## src/rtl/prom_pkg.sv

```systemverilog
package prom_pkg;
  typedef enum logic [1:0] {K_FAST = 2'd0, K_ZHIT = 2'd1, K_BMOVE = 2'd2, K_PSWAP = 2'd3} kind_t;
  typedef enum logic [1:0] {SEL_FAST = 2'd0, SEL_ZONE = 2'd1, SEL_SLOW = 2'd2} rsel_t;

  // Tree victim: b0 picks the half, b1/b2 pick the way inside it.
  function automatic logic [1:0] plru_victim(input logic [2:0] t);
    if (!t[0]) return t[1] ? 2'd1 : 2'd0;
    else       return t[2] ? 2'd3 : 2'd2;
  endfunction

  // Point the tree away from the way just used.
  function automatic logic [2:0] plru_touch(input logic [2:0] t, input logic [1:0] w);
    logic [2:0] n;
    n = t;
    if (!w[1]) begin n[0] = 1'b1; n[1] = (w == 2'd0); end
    else       begin n[0] = 1'b0; n[2] = (w == 2'd2); end
    return n;
  endfunction
endpackage

```

## src/rtl/prom_bitmap.sv

```systemverilog
module prom_bitmap #(
  parameter int PAGE_W = 4,
  parameter int SECT_W = 5,
  localparam int PAGES = 1 << PAGE_W,
  localparam int SECTS = 1 << SECT_W,
  localparam int CNT_W = SECT_W + 1
) (
  input  logic              clk,
  input  logic              rst_n,
  input  logic [PAGE_W-1:0] rd_page,
  input  logic [SECT_W-1:0] rd_sect,
  input  logic              set_en,
  input  logic              clr_en,
  output logic [CNT_W-1:0]  cnt_after
);
  logic [SECTS-1:0] bm [PAGES];
  logic [SECTS-1:0] merged;

  always_comb begin
    merged = bm[rd_page] | (SECTS'(1) << rd_sect);
    cnt_after = '0;
    for (int i = 0; i < SECTS; i++) cnt_after = cnt_after + CNT_W'(merged[i]);
  end

  always_ff @(posedge clk) begin
    if (!rst_n) begin
      for (int p = 0; p < PAGES; p++) bm[p] <= '0;
    end else if (clr_en) begin
      bm[rd_page] <= '0;
    end else if (set_en) begin
      bm[rd_page][rd_sect] <= 1'b1;
    end
  end

  AST_SWAP_EMPTIES: assert property (@(posedge clk) disable iff (!rst_n)
    clr_en |=> bm[$past(rd_page)] == '0) else $error("swap left bits");
  AST_MISS_MARKS: assert property (@(posedge clk) disable iff (!rst_n)
    (set_en && !clr_en) |=> bm[$past(rd_page)][$past(rd_sect)]) else $error("bit not set");
endmodule

```

## src/rtl/prom_zone.sv

```systemverilog
module prom_zone
  import prom_pkg::*;
#(
  parameter int PAGE_W = 4,
  parameter int SECT_W = 5,
  parameter int SET_W  = 2,
  localparam int SETS  = 1 << SET_W,
  localparam int WAYS  = 4,
  localparam int TAG_W = PAGE_W + SECT_W - SET_W
) (
  input  logic              clk,
  input  logic              rst_n,
  input  logic [PAGE_W-1:0] lk_page,
  input  logic [SECT_W-1:0] lk_sect,
  input  logic              touch_en,
  input  logic              fill_en,
  input  logic              inval_en,
  output logic              hit,
  output logic [1:0]        hit_way,
  output logic [1:0]        fill_way,
  output logic              fill_evicts
);
  logic [TAG_W-1:0] tags [SETS][WAYS];
  logic [WAYS-1:0]  vld  [SETS];
  logic [2:0]       tree [SETS];

  logic [SET_W-1:0] set_idx;
  logic [TAG_W-1:0] tag;
  logic [WAYS-1:0]  hit_vec;
  logic             any_free;

  assign set_idx = lk_sect[SET_W-1:0];
  assign tag     = {lk_page, lk_sect[SECT_W-1:SET_W]};

  always_comb begin
    hit_vec  = '0;
    hit_way  = '0;
    fill_way = plru_victim(tree[set_idx]);
    any_free = 1'b0;
    for (int w = WAYS - 1; w >= 0; w--) begin
      hit_vec[w] = vld[set_idx][w] && (tags[set_idx][w] == tag);
      if (hit_vec[w]) hit_way = 2'(w);
      if (!vld[set_idx][w]) begin fill_way = 2'(w); any_free = 1'b1; end
    end
    hit = |hit_vec;
    fill_evicts = !any_free;
  end

  always_ff @(posedge clk) begin
    if (!rst_n) begin
      for (int s = 0; s < SETS; s++) begin
        vld[s]  <= '0;
        tree[s] <= 3'b000;
        for (int w = 0; w < WAYS; w++) tags[s][w] <= '0;
      end
    end else begin
      if (inval_en) begin
        for (int s = 0; s < SETS; s++)
          for (int w = 0; w < WAYS; w++)
            if (tags[s][w][TAG_W-1 -: PAGE_W] == lk_page) vld[s][w] <= 1'b0;
      end
      if (fill_en) begin
        vld[set_idx][fill_way]  <= 1'b1;
        tags[set_idx][fill_way] <= tag;
        tree[set_idx]           <= plru_touch(tree[set_idx], fill_way);
      end else if (touch_en) begin
        tree[set_idx] <= plru_touch(tree[set_idx], hit_way);
      end
    end
  end

  AST_TAG_UNIQUE: assert property (@(posedge clk) disable iff (!rst_n)
    $onehot0(hit_vec)) else $error("tag matched twice");
  AST_FILL_LANDS: assert property (@(posedge clk) disable iff (!rst_n)
    fill_en |=> vld[$past(set_idx)][$past(fill_way)]) else $error("fill lost");
  AST_FILL_ON_MISS: assert property (@(posedge clk) disable iff (!rst_n)
    fill_en |-> !hit) else $error("fill on hit");
endmodule

```

## src/rtl/promo_ctrl.sv

```systemverilog
module promo_ctrl
  import prom_pkg::*;
#(
  parameter int PAGE_W     = 4,
  parameter int SECT_W     = 5,
  parameter int SET_W      = 2,
  parameter int ADAPT_INIT = 4,
  localparam int CNT_W     = SECT_W + 1,
  localparam int THR_MAX   = (1 << SECT_W) - 1
) (
  input  logic              clk,
  input  logic              rst_n,
  input  logic              req_valid,
  output logic              req_ready,
  input  logic [PAGE_W-1:0] req_page,
  input  logic [SECT_W-1:0] req_sect,
  input  logic              req_fast,
  input  logic              mode_adapt,
  input  logic [CNT_W-1:0]  thr_fixed,
  output logic              cmd_valid,
  input  logic              cmd_ready,
  output logic [1:0]        cmd_kind,
  output logic              cmd_tgt_fast,
  output logic [1:0]        cmd_rsel,
  output logic [1:0]        cmd_way,
  output logic [PAGE_W-1:0] cmd_page,
  output logic [SECT_W-1:0] cmd_sect
);
  logic             take;
  logic [CNT_W-1:0] thr_ad, thr_use, cnt_after;
  logic             z_hit, z_evicts;
  logic [1:0]       z_hit_way, z_fill_way;
  kind_t            kind;

  assign req_ready = !cmd_valid || cmd_ready;
  assign take      = req_valid && req_ready;
  assign thr_use   = mode_adapt ? thr_ad : thr_fixed;

  // Stage 1: pick the device and the promotion granularity.
  always_comb begin
    if (req_fast)                 kind = K_FAST;
    else if (z_hit)               kind = K_ZHIT;
    else if (cnt_after > thr_use) kind = K_PSWAP;
    else                          kind = K_BMOVE;
  end

  prom_bitmap #(.PAGE_W(PAGE_W), .SECT_W(SECT_W)) u_bitmap (
    .clk(clk), .rst_n(rst_n), .rd_page(req_page), .rd_sect(req_sect),
    .set_en(take && kind == K_BMOVE), .clr_en(take && kind == K_PSWAP),
    .cnt_after(cnt_after)
  );

  // Stage 2: relocation bookkeeping in the zone.
  prom_zone #(.PAGE_W(PAGE_W), .SECT_W(SECT_W), .SET_W(SET_W)) u_zone (
    .clk(clk), .rst_n(rst_n), .lk_page(req_page), .lk_sect(req_sect),
    .touch_en(take && kind == K_ZHIT), .fill_en(take && kind == K_BMOVE),
    .inval_en(take && kind == K_PSWAP),
    .hit(z_hit), .hit_way(z_hit_way), .fill_way(z_fill_way), .fill_evicts(z_evicts)
  );

  always_ff @(posedge clk) begin
    if (!rst_n) begin
      thr_ad <= CNT_W'(ADAPT_INIT);
    end else if (take && kind == K_PSWAP) begin
      if (thr_ad < CNT_W'(THR_MAX)) thr_ad <= thr_ad + 1'b1;
    end else if (take && kind == K_BMOVE && z_evicts) begin
      if (thr_ad > CNT_W'(1)) thr_ad <= thr_ad - 1'b1;
    end
  end

  // Stage 3: registered command with return-data select.
  always_ff @(posedge clk) begin
    if (!rst_n) begin
      cmd_valid    <= 1'b0;
      cmd_kind     <= '0;
      cmd_tgt_fast <= 1'b0;
      cmd_rsel     <= '0;
      cmd_way      <= '0;
      cmd_page     <= '0;
      cmd_sect     <= '0;
    end else if (take) begin
      cmd_valid <= 1'b1;
      cmd_kind  <= kind;
      cmd_page  <= req_page;
      cmd_sect  <= req_sect;
      unique case (kind)
        K_FAST:  begin cmd_tgt_fast <= 1'b1; cmd_rsel <= SEL_FAST; cmd_way <= '0;         end
        K_ZHIT:  begin cmd_tgt_fast <= 1'b1; cmd_rsel <= SEL_ZONE; cmd_way <= z_hit_way;  end
        K_BMOVE: begin cmd_tgt_fast <= 1'b0; cmd_rsel <= SEL_SLOW; cmd_way <= z_fill_way; end
        K_PSWAP: begin cmd_tgt_fast <= 1'b0; cmd_rsel <= SEL_SLOW; cmd_way <= '0;         end
      endcase
    end else if (cmd_ready) begin
      cmd_valid <= 1'b0;
    end
  end

  AST_HOLD_STABLE: assert property (@(posedge clk) disable iff (!rst_n)
    (cmd_valid && !cmd_ready) |=> cmd_valid &&
      $stable({cmd_kind, cmd_tgt_fast, cmd_rsel, cmd_way, cmd_page, cmd_sect}))
    else $error("command changed under back-pressure");
  AST_TAKE_EMITS: assert property (@(posedge clk) disable iff (!rst_n)
    take |=> cmd_valid) else $error("taken request gave no command");
  AST_THR_RANGE: assert property (@(posedge clk) disable iff (!rst_n)
    thr_ad >= CNT_W'(1) && thr_ad <= CNT_W'(THR_MAX)) else $error("threshold out of range");
  AST_FAST_KEEPS_THR: assert property (@(posedge clk) disable iff (!rst_n)
    (take && req_fast) |=> $stable(thr_ad)) else $error("fast request moved threshold");
endmodule

```

## config.mk

```make
export PLATFORM = sky130hd
export DESIGN_NAME = promo_ctrl
export DESIGN_NICKNAME = d
export VERILOG_FILES = /design/src/rtl/prom_pkg.sv /design/src/rtl/prom_bitmap.sv /design/src/rtl/prom_zone.sv /design/src/rtl/promo_ctrl.sv
export SDC_FILE = /design/constraint.sdc
export NUM_CORES = 1
export LEC_CHECK = 0
export BUFFER_PORTS_ARGS = -buffer_cell sky130_fd_sc_hd__buf_2
export CORE_MARGIN = 2
export CORE_UTILIZATION = 64
export CTS_CLUSTER_SIZE = 30
export DETAILED_ROUTE_END_ITERATION = 7
export PLACE_DENSITY = 0.81
export SYNTH_ARGS = -nofsm -noshare
export SYNTH_HDL_FRONTEND = slang
export SYNTH_SLANG_ARGS = --single-unit
```

## constraint.sdc

```tcl
create_clock -name clk -period 13.7 [get_ports clk]
set_clock_uncertainty 0.1 [all_clocks]
set_input_delay 0.685 -clock clk [delete_from_list [all_inputs] [get_ports clk]]
set_output_delay 0.685 -clock clk [all_outputs]
set_load 0.03 [all_outputs]
```

==> results.json <==
{
  "cts_resized": 0,
  "route.antenna.remaining_nets": 0,
  "netlist-cell-type-count": 71,
  "min_period_ps": 10900,
  "clock_sinks": 674,
  "synth_edf_count": 636,
  "vias": 27300,
  "grt_busiest_layer": "met2",
  "power_density_nw_per_um2": 216,
  "grt_start_max_net_pins": 150,
  "floorplan.core_area_um2": 55200,
  "ys_warn_count": 0,
  "synth.net_count": 3252,
  "cts_inserted_buffers": 70,
  "antenna_violations_before_repair": 1,
  "vias_per_cell": 7.13,
  "critical_path_peak_fanout": 61,
  "worst_path_most_repeated_cell": "sky130_fd_sc_hd__fa_1",
  "maximum_number_of_buffers_from_clock_root_to_sink": 3,
  "initial_core_util_pct": 64.7,
  "global_route_met1_utilization_pct": 45.7,
  "cell_count_after_synthesis": 3190,
  "crit_path_max_incr_delay_ps": 1080,
  "die_height_um": 240,
  "cp-start-kind": "primary input",
  "synth_seq_area_share_pct": 55.6,
  "flow.area_growth_from_synthesis_pct": 6.58,
  "wirelength_mm": 104,
  "place.gp.congestion": 0.970,
  "critPathCaptureType": "flop",
  "cts-hold-fix-buffers": 0,
  "maxCapViolations": 1,
  "buffer_ports.inserted": 38,
  "postSynth.asyncResetShare_pct": 0,
  "grt_pass1_vias": 26800,
  "total_power_mw": 8.22,
  "fin_worst_hold_slack_ps": 221,
  "width_of_the_die_um": 240,
  "cts.clk_slew.worst_paths_ps": 60,
  "post_cts.repair.setup_buffers": 0,
  "root_buffer": "sky130_fd_sc_hd__clkbuf_16",
  "failed_checks": "DRC, capacitance limit, slew limit",
  "tightest_slew_ps": 1540,
  "netlist_top_cells_count": "sky130_fd_sc_hd__edfxtp_1 (636), sky130_fd_sc_hd__nor2_1 (585), sky130_fd_sc_hd__o21ai_0 (556)",
  "placement_rows": 86,
  "synth.cell_area_um2": 35700,
  "worstSetupPathType": "primary input to flop",
  "grt_first_pass_wirelength_mm": 157,
  "synth_top_area_share_pct": 53.4,
  "hold_viol_final": 0,
  "layout.core_utilization_pct": 69.0,
  "setup_viol_count_final": 0,
  "cts_tree": "done",
  "final_max_slew_viol_count": 6,
  "tns_setup_ps": 0,
  "met2_usage_pct": 56.2,
  "timing.critical_path.arrival_ps": 11030,
  "clkLatencyLatePin_ps": 640,
  "final_critical_path_setup_slack_ps": 2800,
  "status": "complete, but fails checks",
  "gr-total-overflow": 0,
  "number_of_flip_flops_and_latches_in_the_synthesized_netlist": 674,
  "all_layer_global_routing_usage_pct": 36.6,
  "final_nets": 3090,
  "fmax_mhz": 91.8,
  "irDropWorstVdd_v": 0.00127,
  "synthMostInstantiatedCell": "sky130_fd_sc_hd__edfxtp_1",
  "netlist_top_cells_area": "sky130_fd_sc_hd__edfxtp_1 (53%), sky130_fd_sc_hd__mux4_2 (10%), sky130_fd_sc_hd__o21ai_0 (7.8%)",
  "hold_class": "primary input to flop",
  "max_slew_margin_pct": -3.16,
  "count_of_h_tree_levels_built_during_cts": 3,
  "worst-endpoint-required_ps": 13840,
  "dpl.hpwl_mm": 62.6,
  "ioPinCount": 39,
  "post_route_cells_drive_above_1_share_pct": 13.6,
  "drc_errors": 4,
  "detailedPlace.worstSlack_ps": 2350,
  "detail_route.wl_per_cell_um": 27.2,
  "p_leak_nw": 12.4,
  "slowest_stage": "sky130_fd_sc_hd__o21ai_0",
  "firstDrtPassIters": 8,
  "grt.met3_usage_pct": 10.7,
  "dieArea_um2": 57700,
  "synth.avg_cell_area_um2": 11.2,
  "ys.flop_type": "sky130_fd_sc_hd__edfxtp_1",
  "dr.first_iter.drc_count": 4822,
  "synth.largest_area_cell": "sky130_fd_sc_hd__edfxtp_1",
  "fin_crit_sh_pct": 79.5,
  "rsz_0062_raised_after_global_routing": "false"
}
final timing paths:
kind                            cells past startpoint  slack, ps                 from            endpoint
worst max-delay path                               27       2800          req_page[0]  u_zone.tags[0][19]
worst min register to register                      2        350          cmd_sect[1]         cmd_sect[1]
worst min-delay path                                3        220            req_valid           cmd_valid
worst max register to register                     24       3710  u_bitmap.bm[14][18]  u_zone.tags[0][19]
where the power goes:
| group | total [mW] | internal, mW | switching [mW] |
|---|---|---|---|
| registers | 2.48 | 2.43 | 0.0550 |
| logic | 3.94 | 0.940 | 3.00 |
| clock network | 1.80 | 1.01 | 0.794 |
per-stage QoR:
| stage | std cells | instance area, um^2 |
|---|---|---|
| after CTS | 3825 | 38100 |
| after global routing | 3825 | 38100 |
| after floorplan | 3190 | 35700 |
| after detailed placement | 3704 | 36000 |
| final | 3826 | 38100 |
| after global placement | 3704 | 36000 |
layer usage:
layer	part of all wire (%)	vias to the layer above
met5	0	-
met4	7.0	0
met3	15	523
met2	46	2464
met1	32	13100
li1	-	11200
layout make-up:
class                   count  area [um^2]
multi-input cells        2149        14400
clock inverters            27          170
fillers                  3815        17100
diodes                      1         2.50
clock buffers              94         1930
flip-flops and latches    674        19900
inverters                  32          120
well taps                 748          936
repair buffers            101          717
critical path: cells and delay by family:
kind                     cells  cell delay (ps)
multiplexers                 2              810
AND/OR/NAND/NOR              2             1150
buffers and inverters        6             1410
AO/OA/AOI/OAI                7             2860
XOR/XNOR                     1               80
adder cells (fa/ha/maj)      9             3870
sequential cells by signal, indices dropped and copies added (netlist names):
| signal | flops |
|---|---|
| u_zone.tags | 112 |
| cmd_sect | 5 |
| thr_ad | 6 |
| cmd_kind | 2 |
| cmd_tgt_fast | 1 |
| cmd_valid | 1 |
| cmd_page | 4 |
| u_bitmap.bm | 512 |
| cmd_rsel | 1 |
| u_zone.vld | 16 |
| cmd_way | 2 |
| u_zone.tree | 12 |
cells in the final DEF, fill, tap and decap left out, types with 12 or more instances in the layout:
| cell | count |
|---|---|
| sky130_fd_sc_hd__edfxtp_1 | 636 |
| sky130_fd_sc_hd__nor2_1 | 580 |
| sky130_fd_sc_hd__o21ai_0 | 556 |
| sky130_fd_sc_hd__nand2_1 | 262 |
| sky130_fd_sc_hd__mux4_2 | 160 |
| sky130_fd_sc_hd__xnor2_1 | 90 |
| sky130_fd_sc_hd__and2_1 | 85 |
| sky130_fd_sc_hd__clkbuf_16 | 74 |
| sky130_fd_sc_hd__buf_4 | 62 |
| sky130_fd_sc_hd__nor3_1 | 50 |
| sky130_fd_sc_hd__a21oi_1 | 38 |
| sky130_fd_sc_hd__dfxtp_1 | 38 |
| sky130_fd_sc_hd__mux2i_1 | 35 |
| sky130_fd_sc_hd__buf_2 | 34 |
| sky130_fd_sc_hd__inv_1 | 31 |
| sky130_fd_sc_hd__o21ai_2 | 27 |
| sky130_fd_sc_hd__fa_1 | 24 |
| sky130_fd_sc_hd__nand2b_1 | 20 |
| sky130_fd_sc_hd__nand4_1 | 20 |
| sky130_fd_sc_hd__o211ai_1 | 20 |
| sky130_fd_sc_hd__clkbuf_1 | 20 |
| sky130_fd_sc_hd__ha_1 | 17 |
| sky130_fd_sc_hd__nor4_1 | 13 |
| sky130_fd_sc_hd__clkinv_1 | 12 |
logic make-up (layout without fill, tap and decap cells):
kind of cell    after synthesis  after routing  synth area share, %
simple gates               1101           1101                 13.3
compound gates              714            714                 11.1
flops                       674            674                 55.6
buf+inv                     367            254                 4.56
mux                         196            196                 11.1
xor+xnor                     97             97                 2.38
fa+ha+maj                    41             41                 1.94
other cells                   0              1                    0
Note: power is estimated with default switching activity, not from simulation.
